**src/rtl/seg_addr_pkg.sv**
```systemverilog
package seg_addr_pkg;
  localparam int unsigned VEC_W_DEF = 8;
  localparam logic [VEC_W_DEF-1:0] VEC_STACK_FAULT = 8'd12;
  localparam logic [VEC_W_DEF-1:0] VEC_GP_FAULT    = 8'd13;

  typedef enum logic [1:0] {
    RESP_NONE  = 2'b00,
    RESP_ADDR  = 2'b01,
    RESP_FAULT = 2'b10
  } resp_kind_e;
endpackage

```
**src/rtl/seg_base_adder.sv**
```systemverilog
module seg_base_adder #(
  parameter int unsigned SEG_W   = 16,
  parameter int unsigned SHIFT   = 4,
  parameter int unsigned LIMIT_W = 16,
  localparam int unsigned SUM_W  = SEG_W + SHIFT + 1
) (
  input  logic [SEG_W-1:0]   seg,
  input  logic [LIMIT_W-1:0] off_lo,
  output logic [SUM_W-1:0]   sum
);
  logic [SUM_W-1:0] base_ext;
  logic [SUM_W-1:0] off_ext;

  assign base_ext = {1'b0, seg, {SHIFT{1'b0}}};
  assign off_ext  = {{(SUM_W-LIMIT_W){1'b0}}, off_lo};
  assign sum      = base_ext + off_ext;
endmodule

```
**src/rtl/offset_limit_check.sv**
```systemverilog
module offset_limit_check
  import seg_addr_pkg::*;
#(
  parameter int unsigned OFF_W   = 32,
  parameter int unsigned LIMIT_W = 16,
  parameter int unsigned VEC_W   = 8
) (
  input  logic [OFF_W-1:0] off,
  input  logic             compat,
  input  logic             stack,
  output logic             over,
  output logic [VEC_W-1:0] vector
);
  logic high_bits;

  generate
    if (OFF_W > LIMIT_W) begin : g_has_high
      assign high_bits = |off[OFF_W-1:LIMIT_W];
    end else begin : g_no_high
      assign high_bits = 1'b0;
    end
  endgenerate

  assign over = compat && high_bits;

  always_comb begin
    vector = '0;
    if (over) begin
      vector = stack ? VEC_W'(VEC_STACK_FAULT) : VEC_W'(VEC_GP_FAULT);
    end
  end

  always_comb begin
    a_vec_only_on_fault_r10: assert (over || vector == '0);
  end
endmodule

```
**src/rtl/resp_stage.sv**
```systemverilog
module resp_stage #(
  parameter int unsigned DW = 8
) (
  input  logic          clk,
  input  logic          rst_n,
  input  logic          load_valid,
  output logic          load_ready,
  input  logic [DW-1:0] load_data,
  input  logic [1:0]    load_kind,
  output logic [1:0]    hold_kind,
  output logic [DW-1:0] hold_data,
  input  logic          drain
);
  logic          occupied;
  logic          take;

  assign load_ready = !occupied || drain;
  assign take       = load_valid && load_ready;

  always_ff @(posedge clk) begin
    if (!rst_n) begin
      occupied  <= 1'b0;
      hold_kind <= '0;
      hold_data <= '0;
    end else if (take) begin
      occupied  <= 1'b1;
      hold_kind <= load_kind;
      hold_data <= load_data;
    end else if (drain) begin
      occupied  <= 1'b0;
      hold_kind <= '0;
      hold_data <= '0;
    end
  end

  p_one_kind_r7: assert property (@(posedge clk) disable iff (!rst_n)
    hold_kind != 2'b11);

  p_hold_stable_r8: assert property (@(posedge clk) disable iff (!rst_n)
    (occupied && !drain) |=> ($stable(hold_data) && $stable(hold_kind)));

  p_stall_blocks_r8: assert property (@(posedge clk) disable iff (!rst_n)
    (occupied && !drain) |-> !load_ready);
endmodule

```
**src/rtl/seg_linear_addr_gen.sv**
```systemverilog
module seg_linear_addr_gen
  import seg_addr_pkg::*;
#(
  parameter int unsigned SEG_W   = 16,
  parameter int unsigned OFF_W   = 32,
  parameter int unsigned SHIFT   = 4,
  parameter int unsigned LIMIT_W = 16,
  parameter int unsigned LIN_W   = 32,
  parameter int unsigned VEC_W   = 8
) (
  input  logic             clk,
  input  logic             rst_n,
  input  logic             in_valid,
  output logic             in_ready,
  input  logic             in_compat,
  input  logic [SEG_W-1:0] in_segment,
  input  logic [OFF_W-1:0] in_offset,
  input  logic             in_stack,
  output logic             out_addr_ok,
  output logic             out_fault,
  output logic [LIN_W-1:0] out_addr,
  output logic [VEC_W-1:0] out_vector,
  input  logic             out_ready
);
  localparam int unsigned SUM_W = SEG_W + SHIFT + 1;
  localparam int unsigned PAY_W = LIN_W + VEC_W;

  logic [SUM_W-1:0] seg_sum;
  logic [LIN_W-1:0] sum_lin;
  logic [LIN_W-1:0] pass_lin;
  logic             over;
  logic [VEC_W-1:0] vec_n;
  logic [LIN_W-1:0] addr_n;
  logic [1:0]       kind_n;
  logic [1:0]       kind_q;
  logic [PAY_W-1:0] pay_q;
  logic             accept;

  seg_base_adder #(.SEG_W(SEG_W), .SHIFT(SHIFT), .LIMIT_W(LIMIT_W)) u_add (
    .seg    (in_segment),
    .off_lo (in_offset[LIMIT_W-1:0]),
    .sum    (seg_sum)
  );

  offset_limit_check #(.OFF_W(OFF_W), .LIMIT_W(LIMIT_W), .VEC_W(VEC_W)) u_lim (
    .off    (in_offset),
    .compat (in_compat),
    .stack  (in_stack),
    .over   (over),
    .vector (vec_n)
  );

  generate
    if (LIN_W > SUM_W) begin : g_sum_pad
      assign sum_lin = {{(LIN_W-SUM_W){1'b0}}, seg_sum};
    end else begin : g_sum_cut
      assign sum_lin = seg_sum[LIN_W-1:0];
    end
    if (LIN_W > OFF_W) begin : g_off_pad
      assign pass_lin = {{(LIN_W-OFF_W){1'b0}}, in_offset};
    end else begin : g_off_cut
      assign pass_lin = in_offset[LIN_W-1:0];
    end
  endgenerate

  always_comb begin
    if (!in_compat) begin
      addr_n = pass_lin;
      kind_n = RESP_ADDR;
    end else if (over) begin
      addr_n = '0;
      kind_n = RESP_FAULT;
    end else begin
      addr_n = sum_lin;
      kind_n = RESP_ADDR;
    end
  end

  resp_stage #(.DW(PAY_W)) u_resp (
    .clk        (clk),
    .rst_n      (rst_n),
    .load_valid (in_valid),
    .load_ready (in_ready),
    .load_data  ({addr_n, vec_n}),
    .load_kind  (kind_n),
    .hold_kind  (kind_q),
    .hold_data  (pay_q),
    .drain      (out_ready)
  );

  assign accept      = in_valid && in_ready;
  assign out_addr_ok = kind_q[0];
  assign out_fault   = kind_q[1];
  assign out_addr    = pay_q[PAY_W-1:VEC_W];
  assign out_vector  = pay_q[VEC_W-1:0];

  p_excl_r7: assert property (@(posedge clk) disable iff (!rst_n)
    !(out_addr_ok && out_fault));

  p_fault_noaddr_r4: assert property (@(posedge clk) disable iff (!rst_n)
    out_fault |-> out_addr == '0);

  p_vec_pick_r5: assert property (@(posedge clk) disable iff (!rst_n)
    out_fault |-> (out_vector == VEC_W'(VEC_STACK_FAULT) ||
                   out_vector == VEC_W'(VEC_GP_FAULT)));

  p_bypass_nofault_r6: assert property (@(posedge clk) disable iff (!rst_n)
    (accept && !in_compat) |=> (out_addr_ok && !out_fault));

  p_resp_follows_r7: assert property (@(posedge clk) disable iff (!rst_n)
    accept |=> (out_addr_ok || out_fault));

  generate
    if (LIN_W > SUM_W) begin : g_upper_chk
      p_upper_zero_r3: assert property (@(posedge clk) disable iff (!rst_n)
        (accept && in_compat) |=> out_addr[LIN_W-1:SUM_W] == '0);
    end
  endgenerate
endmodule

```
**config.mk**
```make
export PLATFORM = sky130hd
export DESIGN_NAME = seg_linear_addr_gen
export DESIGN_NICKNAME = d
export VERILOG_FILES = /design/src/rtl/seg_addr_pkg.sv /design/src/rtl/seg_base_adder.sv /design/src/rtl/offset_limit_check.sv /design/src/rtl/resp_stage.sv /design/src/rtl/seg_linear_addr_gen.sv
export SDC_FILE = /design/constraint.sdc
export NUM_CORES = 1
export LEC_CHECK = 0
export BUFFER_PORTS_ARGS = -buffer_cell sky130_fd_sc_hd__buf_2
export CORE_AREA = 3 3 77 79
export DETAILED_ROUTE_END_ITERATION = 8
export DIE_AREA = 0 0 80 82
export HOLD_SLACK_MARGIN = 0.12
export PLACE_DENSITY = 0.83
export SLEW_MARGIN = 20
export SYNTH_ARGS = -nofsm -noshare
export SYNTH_HDL_FRONTEND = slang
export SYNTH_SLANG_ARGS = --single-unit
```
**constraint.sdc**
```tcl
create_clock -name clk -period 1.95 [get_ports clk]
set_input_delay 0.39 -clock clk [delete_from_list [all_inputs] [get_ports clk]]
set_output_delay 0.39 -clock clk [all_outputs]
set_load 0.01 [all_outputs]
```
* After elaboration in Yosys (flattened, before gate mapping)
Index checks and enable logic that the tools add are counted.
** Storage, ports and cells
- Output and inout port bits :: 43
- Input port bits :: 54
- Bits in registers :: 43
** Operators by class
- Mux-type cells :: 12
- Reductions and logical operators :: 6
- Add/subtract/negate cells :: 1
** Operator list (count)
- 40-bit 2-to-1 mux :: 2
- 32-bit 2-to-1 mux :: 1
- 20-bit by 16-bit adder with 21-bit output :: 1
- 21-bit 2-to-1 mux :: 1
- 16-bit OR reduction :: 1
- 2-bit 2-to-1 mux :: 4
- 8-bit 2-to-1 mux :: 1
- 1-bit 2-to-1 mux :: 3
- 1-bit logical AND :: 2
- 2-bit nonzero test :: 1
- 1-bit zero test :: 1
- 1-bit logical OR :: 1

* Longest topological paths before layout
Gate-level depths: netlist of the first run.
- Depth in word-level cells :: 5
- Depth in mapped cells :: 8
- Gate-level depth less buffers :: 8

* Modules after synthesis
Synthesis of the first run repeated with hierarchy kept, for this count alone.
** Second synthesis, totals
- Cell total of the unflattened synthesis :: 332
- Area total of the unflattened synthesis :: 2672.6 µm²
** By module, submodules not included
- resp_stage :: instances 1, cells each 191, sequential area each 860.8 µm², area an instance 1560.2 µm²
- seg_base_adder :: instances 1, cells each 84, sequential area each 0.0 µm², area an instance 683.2 µm²
- seg_linear_addr_gen :: instances 1, cells each 41, sequential area each 0.0 µm², area an instance 320.3 µm²
- offset_limit_check :: instances 1, cells each 16, sequential area each 0.0 µm², area an instance 108.9 µm²

* Worst setup path before layout of the first run
No wires, ideal clock.
- Path kind :: input to register
- Start :: input port in_segment[0]
- End :: register u_resp.hold_data[22]
- Stages on the path :: 8
- Slack :: -0.122 ns
- Data required time :: 1.888 ns
- Setup time :: 0.062 ns
- Data arrival time :: 2.010 ns
- Buffers on the path :: 0
- Path through :: ha_1 -> inv_1 -> fa_1 -> nor2b_1 -> o31a_1 -> o21ai_0 -> or4b_1 -> nand3_1
** Between the ends
- Word-level cells in the longest chain between the ends :: 4
** RTL lines
- start, declared :: RTL line seg_linear_addr_gen.sv:16 : input logic [SEG_W-1:0] in_segment,
- 20-bit by 16-bit adder with 21-bit output :: RTL line seg_base_adder.sv:16 : assign sum = base_ext + off_ext;
- 21-bit 2-to-1 mux :: RTL line seg_linear_addr_gen.sv:70 : end else if (over) begin
- 32-bit 2-to-1 mux :: RTL line seg_linear_addr_gen.sv:67 : if (!in_compat) begin
- 40-bit 2-to-1 mux :: RTL line resp_stage.sv:25 : end else if (take) begin
- end signal, assigned :: RTL line resp_stage.sv:28 : hold_data <= load_data;
- end, declared :: RTL line resp_stage.sv:11 : output logic [DW-1:0] hold_data,
No other way between the ends.
A chain may end at the register's enable or synchronous reset.

* Final worst setup path of the first run
- Start :: input port in_offset[4]
- End :: register u_resp.hold_data[24]
** Between the ends
- Word-level cells in the longest chain between the ends :: 4
** RTL lines
- start, declared :: RTL line seg_linear_addr_gen.sv:17 : input logic [OFF_W-1:0] in_offset,
- 20-bit by 16-bit adder with 21-bit output :: RTL line seg_base_adder.sv:16
- 21-bit 2-to-1 mux :: RTL line seg_linear_addr_gen.sv:70
- 32-bit 2-to-1 mux :: RTL line seg_linear_addr_gen.sv:67
- 40-bit 2-to-1 mux :: RTL line resp_stage.sv:25
No other way between the ends.

==> flow_summary.yaml, run 1 <==
routing:
  drt_pre_antenna_iters: 4
  routed_wl_microns: 7220
  viasPerCell: 5.55
  wl_met3_microns: 662
  wl_met2_microns: 3430
  vias: 2597
  wl_met1_microns: 3070
  drc: 0
  top_layer: "met4"
  drt_iter0_drc: 195
  drtAntennaViolNets: 0
  post_drt_wl_per_cell_microns: 15.4
logic_synthesis:
  syn_inst: 268
  syn-cell-area_sq_mm: 0.00225
  synthArstFlopShare_pct: 0
  syn_avg_cell_area_sq_um: 8.38
  yosys_warnings: 0
  yosysSeqAreaShare_pct: 33.0
  synth_cell_type_count: 57
  ys_ff_latch: 37
  synth_ff_type: "dfxtp_1"
  synth_edf_count: 0
worst_setup_path:
  arrival_ns: 2.06
  worstSetupPathType: "primary input to flop"
  start_kind: "primary input"
  cp_max_fo: 3
  cp_cell_sequence: "buf_2, ha_4, inv_2, fa_2, nor2b_2, o31a_1, o211a_1, or2_1, a221o_1"
  required_ns: 2.13
  slowest_delay_ns: 0.29
  r2r-start: "u_resp.occupied"
  cp-end-kind: "flop"
  reg2reg_depth: 7
  ff2ff_setup_slack_ns: 0.33
  reg2reg_to: "u_resp.hold_data[24]"
  crit_slowest_cell: "a221o_1"
floorplan:
  num_io_pins: 97
  start_util_pct: 41.6
  die_y_microns: 82
  fp.dieArea_sq_mm: 0.00656
  num_rows: 27
  die_w_microns: 80
  core_area_sq_mm: 0.00541
grt:
  grt_first_pass_wirelength_microns: 11400
  grt_usage_pct: 22.0
  overflow: 0
  grt_max_degree: 22
  antenna_found_initial: 0
  first_global_vias: 2420
layout:
  fill_cells: 507
  antenna_cells: 0
  final_area_sq_mm: 0.00322
  instances_no_fill: 468
  drive_gt1_share_pct: 40.2
  area_delta_synth_final_pct: 43.3
  layout_commonest_cell: "buf_2"
  final_nets: 462
  final_cell_mix: "buf_2 (91), buf_4 (42), dfxtp_1 (37)"
sta:
  fmax_mhz: 533
  fin_crit_sh_pct: 96.3
  drv_slew: 0
  rsz0062_at_grt: "false"
  fin_skew_ns: 0.00310
  setup_tns_ns: 0
  period_needed_ns: 1.88
  finalSetupViolCount: 0
  hold_violations: 0
worst_hold_path:
  hold_path_class: "primary input to flop"
  hp-start: "in_offset[0]"
  hold_path_end: "u_resp.hold_data[8]"
  hold_path_depth: 3
cts:
  clock_path_buffers: 2
  worstSkewPairLatency_ns: 0.29
  cts_tree: "done"
  htreeDepth: 2
  cts_buffers: 5
  cts_root_buf: "clkbuf_8"
  cts.sinks: 37
  path_clk_slew_ns: 0.08
pwr:
  peakVddDrop_uv: 499
  powerDensity_mw_per_mm2: 619
  p_total_mw: 1.99
  leakagePower_nw: 1.49
placed_design:
  port_buffers: 91
  dp_cells: 460
  place_area_sq_mm: 0.00311
  hpwl_microns: 5510
  gp_congestion: 0.900
status:
  run_status: "finished, final reports clean"
flow_run:
  drv_cap: 0
==> area by class of cell <==
cell class,count,area (sq um),area share [%]
Clock inverter,2,38.8,1.20
Tap cell,72,90.1,2.80
Multi-Input combinational cell,209,1460,45.3
Sequential cell,37,741,23.0
Inverter,8,30.0,0.932
Clock buffer,6,72.6,2.25
Timing Repair Buffer,134,791,24.6
==> power by group <==
group	internal (mW)	switching (mW)
logic	0.242	0.285
clock network	0.384	0.289
registers	0.782	0.0131
==> how the worst max path moves through the flow <==
stage	startpoint	end
2_1_floorplan	in_segment[0]	u_resp.hold_data[24]
3_3_place_gp	in_offset[4]	u_resp.hold_data[24]
3_5_place_dp	in_offset[4]	u_resp.hold_data[24]
4_1_cts	in_offset[4]	u_resp.hold_data[24]
5_1_grt	in_offset[4]	u_resp.hold_data[24]
6_report	in_offset[4]	u_resp.hold_data[24]
==> per-stage QoR <==
step                      utilization [%]  worst slack (ns)  hold slack (ns)
after global placement               57.5            -0.193            0.444
final                                59.6            0.0722            0.334
after detailed placement             57.5            -0.248            0.459
after CTS                            59.5            0.0570            0.329
after floorplan                         -           -0.0514            0.481
after global routing                 59.6            0.0369            0.335
==> what timing repair did <==
item,CTS,global route
endpoints found under the setup margin,0,3
buffers inserted,0,0
gates resized for setup,0,3
hold buffers,0,0
==> critical path, delay by kind of cell <==
family	cells	cell delay [ns]
fa+ha+maj	2	0.38
buf+inv	2	0.17
simple gates	2	0.31
compound gates	3	0.81
==> synth_stat cells, types with 2 or more instances <==
cell type,n,area (sq um)
nor2b_1,2,12.5
nor4_1,8,50.1
a32oi_1,2,17.5
or2_0,2,12.5
buf_4,6,45.0
a21oi_1,19,95.1
a222oi_1,4,40.0
nor3_1,4,20.0
a21o_1,4,30.0
a221oi_1,2,17.5
o211ai_1,6,45.0
o21ai_0,12,60.1
and3_1,2,12.5
or4_1,2,15.0
nand2_1,19,71.3
ha_1,12,150
dfxtp_1,37,741
o2111ai_1,3,26.3
a22o_1,7,61.3
nand3_1,6,30.0
and2_1,2,12.5
nor2_1,31,116
a22oi_1,21,158
xnor2_1,2,17.5
o21a_1,2,15.0
nand4_1,3,18.8
nor4_2,3,37.5
clkbuf_1,11,41.3
inv_1,6,22.5
==> flip-flops by register name, indices dropped and copies added (netlist names) <==
name and flops:
u_resp.hold_kind 2, u_resp.occupied 1, u_resp.hold_data 34
==> layer usage <==
layer | GRT usage (%) | vias to the layer above
met1 | 28.7 | 1202
met2 | 36.5 | 108
li1 | - | 1278
met4 | 6.25 | 0
met5 | 0 | -
met3 | 4.71 | 9
==> cell families (layout without fill, tap and decap cells) <==
group / after synthesis / after routing / share of synthesized area, %
buffers and inverters: 26 / 150 / 5.40
AO/OA/AOI/OAI: 96 / 96 / 30.7
XOR/XNOR: 3 / 3 / 1.17
AND/OR/NAND/NOR: 92 / 92 / 22.0
other: 1 / 5 / 0.167
flip-flops: 37 / 37 / 33.0
adder cells (fa/ha/maj): 13 / 13 / 7.57
Note: power is estimated with default switching activity, not from simulation.
==> inputs of run 2 (changes only) <==
==> constraint.sdc (replaced) <==
create_clock -name clk -period 1.72 [get_ports clk]
set_input_delay 0.344 -clock clk [delete_from_list [all_inputs] [get_ports clk]]
set_output_delay 0.344 -clock clk [all_outputs]
set_load 0.01 [all_outputs]
==> run 2 against run 1 <==
Via count grew 6.0%. Largest cell class unchanged. Critical path depth is the same. The run now ends with setup timing left. Largest power group unchanged. Sequential power grew 14%. Total power grew 19%.
==> flow_summary.yaml, run 2 (synthesized netlist as in run 1, its figures left out) <==
layout:
  layout_commonest_cell: "buf_2"
  antenna_cells: 0
  final_area_sq_mm: 0.00356
  largest_reg_flops: 34
  regMostFlops: "u_resp.hold_data"
  final_util_pct: 65.9
  final_cell_mix: "buf_2 (89), buf_4 (72), dfxtp_1 (36)"
  final_nets: 492
  multi_input_area_sq_mm: 0.00156
  fill_cells: 448
  instances_no_fill: 498
  area_delta_synth_final_pct: 58.4
  regArea_sq_um: 742
  reg.largest.list: "u_resp.hold_data (34), u_resp.hold_kind (2), u_resp.occupied (1)"
  drive_gt1_share_pct: 46.9
cts:
  cts.sinks: 37
  cts_buffers: 5
  htreeDepth: 2
  worstSkewPairLatency_ns: 0.30
  path_clk_slew_ns: 0.08
  cts_root_buf: "clkbuf_8"
  clock_path_buffers: 2
  cts_tree: "done"
worst_setup_path:
  required_ns: 1.91
  crit_slowest_cell: "o31a_1"
  worstSetupPathType: "primary input to flop"
  cp_cell_sequence: "buf_6, ha_4, inv_2, fa_2, nor2b_1, o31a_1, o211a_1, or2_1, a221o_1"
  cp-end-kind: "flop"
  start_kind: "primary input"
  arrival_ns: 2.02
  slowest_delay_ns: 0.30
  cp_max_fo: 3
routing:
  drt_iter0_drc: 231
  drt_pre_antenna_iters: 4
  drc: 0
  routed_wl_microns: 7840
  viasPerCell: 5.53
  vias: 2753
  post_drt_wl_per_cell_microns: 15.7
  drtAntennaViolNets: 0
sta:
  rsz0062_at_grt: "true"
  fmax_mhz: 546
  whs_ns: 0.278
  finalSetupViolCount: 4
  fin_skew_ns: 0.00410
  slew_headroom_pct: 67.2
  fin_ws_ns: -0.113
  fin_crit_sh_pct: 107
  period_needed_ns: 1.83
  tightest_slew_ns: 0.487
  drv_slew: 0
  hold_violations: 0
grt:
  antenna_found_initial: 0
  grt_max_degree: 29
  grt_first_pass_wirelength_microns: 12100
  first_global_vias: 2645
  grt_usage_pct: 23.4
  overflow: 0
pwr:
  leakagePower_nw: 1.66
  peakVddDrop_uv: 521
  powerDensity_mw_per_mm2: 668
floorplan:
  die_y_microns: 82
  num_io_pins: 97
  start_util_pct: 41.6
  core_area_sq_mm: 0.00541
  die_w_microns: 80
  fp.dieArea_sq_mm: 0.00656
  num_rows: 27
status:
  failed_checks: "setup timing"
  run_status: "finished with violations"
placed_design:
  hpwl_microns: 6010
  dp_cells: 484
  dp_slack_ns: -0.461
  port_buffers: 91
  gp_congestion: 0.902
  place_area_sq_mm: 0.00329
worst_hold_path:
  hold_path_class: "primary input to flop"
flow_run:
  drv_cap: 0
-- run 2: layout make-up --
class                      instances  area share [%]
multi-input combinational        209            43.8
sequential                        37            20.8
clock inverter                     3            1.30
timing repair buffer             164            28.6
inverter                           8           0.914
tap                               72            2.53
clock buffer                       5            1.93
-- run 2: timing repair --
action                     4_1_cts  5_1_grt
setup buffers                    1        5
pin swaps                        6        9
hold buffers                     0        0
setup endpoints to repair       27       19
resized for setup               11       15
-- run 2: power by group --
| group | leakage [nW] | switching [mW] | internal [mW] | total [mW] |
|---|---|---|---|---|
| clock network | 0.0543 | 0.353 | 0.434 | 0.787 |
| logic | 1.30 | 0.356 | 0.332 | 0.688 |
| registers | 0.302 | 0.0161 | 0.887 | 0.903 |
-- run 2: final timing paths --
check | start | slack, ns | cells past startpoint | to
setup / recovery | in_segment[0] | -0.11 | 9 | u_resp.hold_data[24]
hold / removal | in_offset[2] | 0.28 | 3 | u_resp.hold_data[10]
setup reg to reg | u_resp.occupied | 0.05 | 8 | u_resp.hold_data[22]
hold reg to reg | u_resp.hold_kind[1] | 0.46 | 2 | u_resp.hold_kind[1]
-- run 2: routing by layer --
layer	share of wire (%)	global-route usage (%)	vias to the layer above
li1	-	-	1335
met1	40	27.2	1284
met2	50	42.1	120
met3	8.1	5.81	14
met4	1.5	7.94	0
met5	0	0	-
-- run 2: worst max-delay path, delay by kind of cell --
| kind | cells | cell delay, ns |
|---|---|---|
| and+or+nand+nor | 2 | 0.30 |
| buffers and inverters | 2 | 0.16 |
| AOI/OAI and AO/OA | 3 | 0.86 |
| adders and majority gates | 2 | 0.35 |
-- run 2: through the flow --
step | TNS, ns | power, mW
floorplan | -0.671 | 1.23
global placement | -5.38 | 1.53
detailed placement | -6.28 | 1.55
CTS | -0.153 | 2.35
global route | -0.449 | 2.49
finish | -0.166 | 2.38
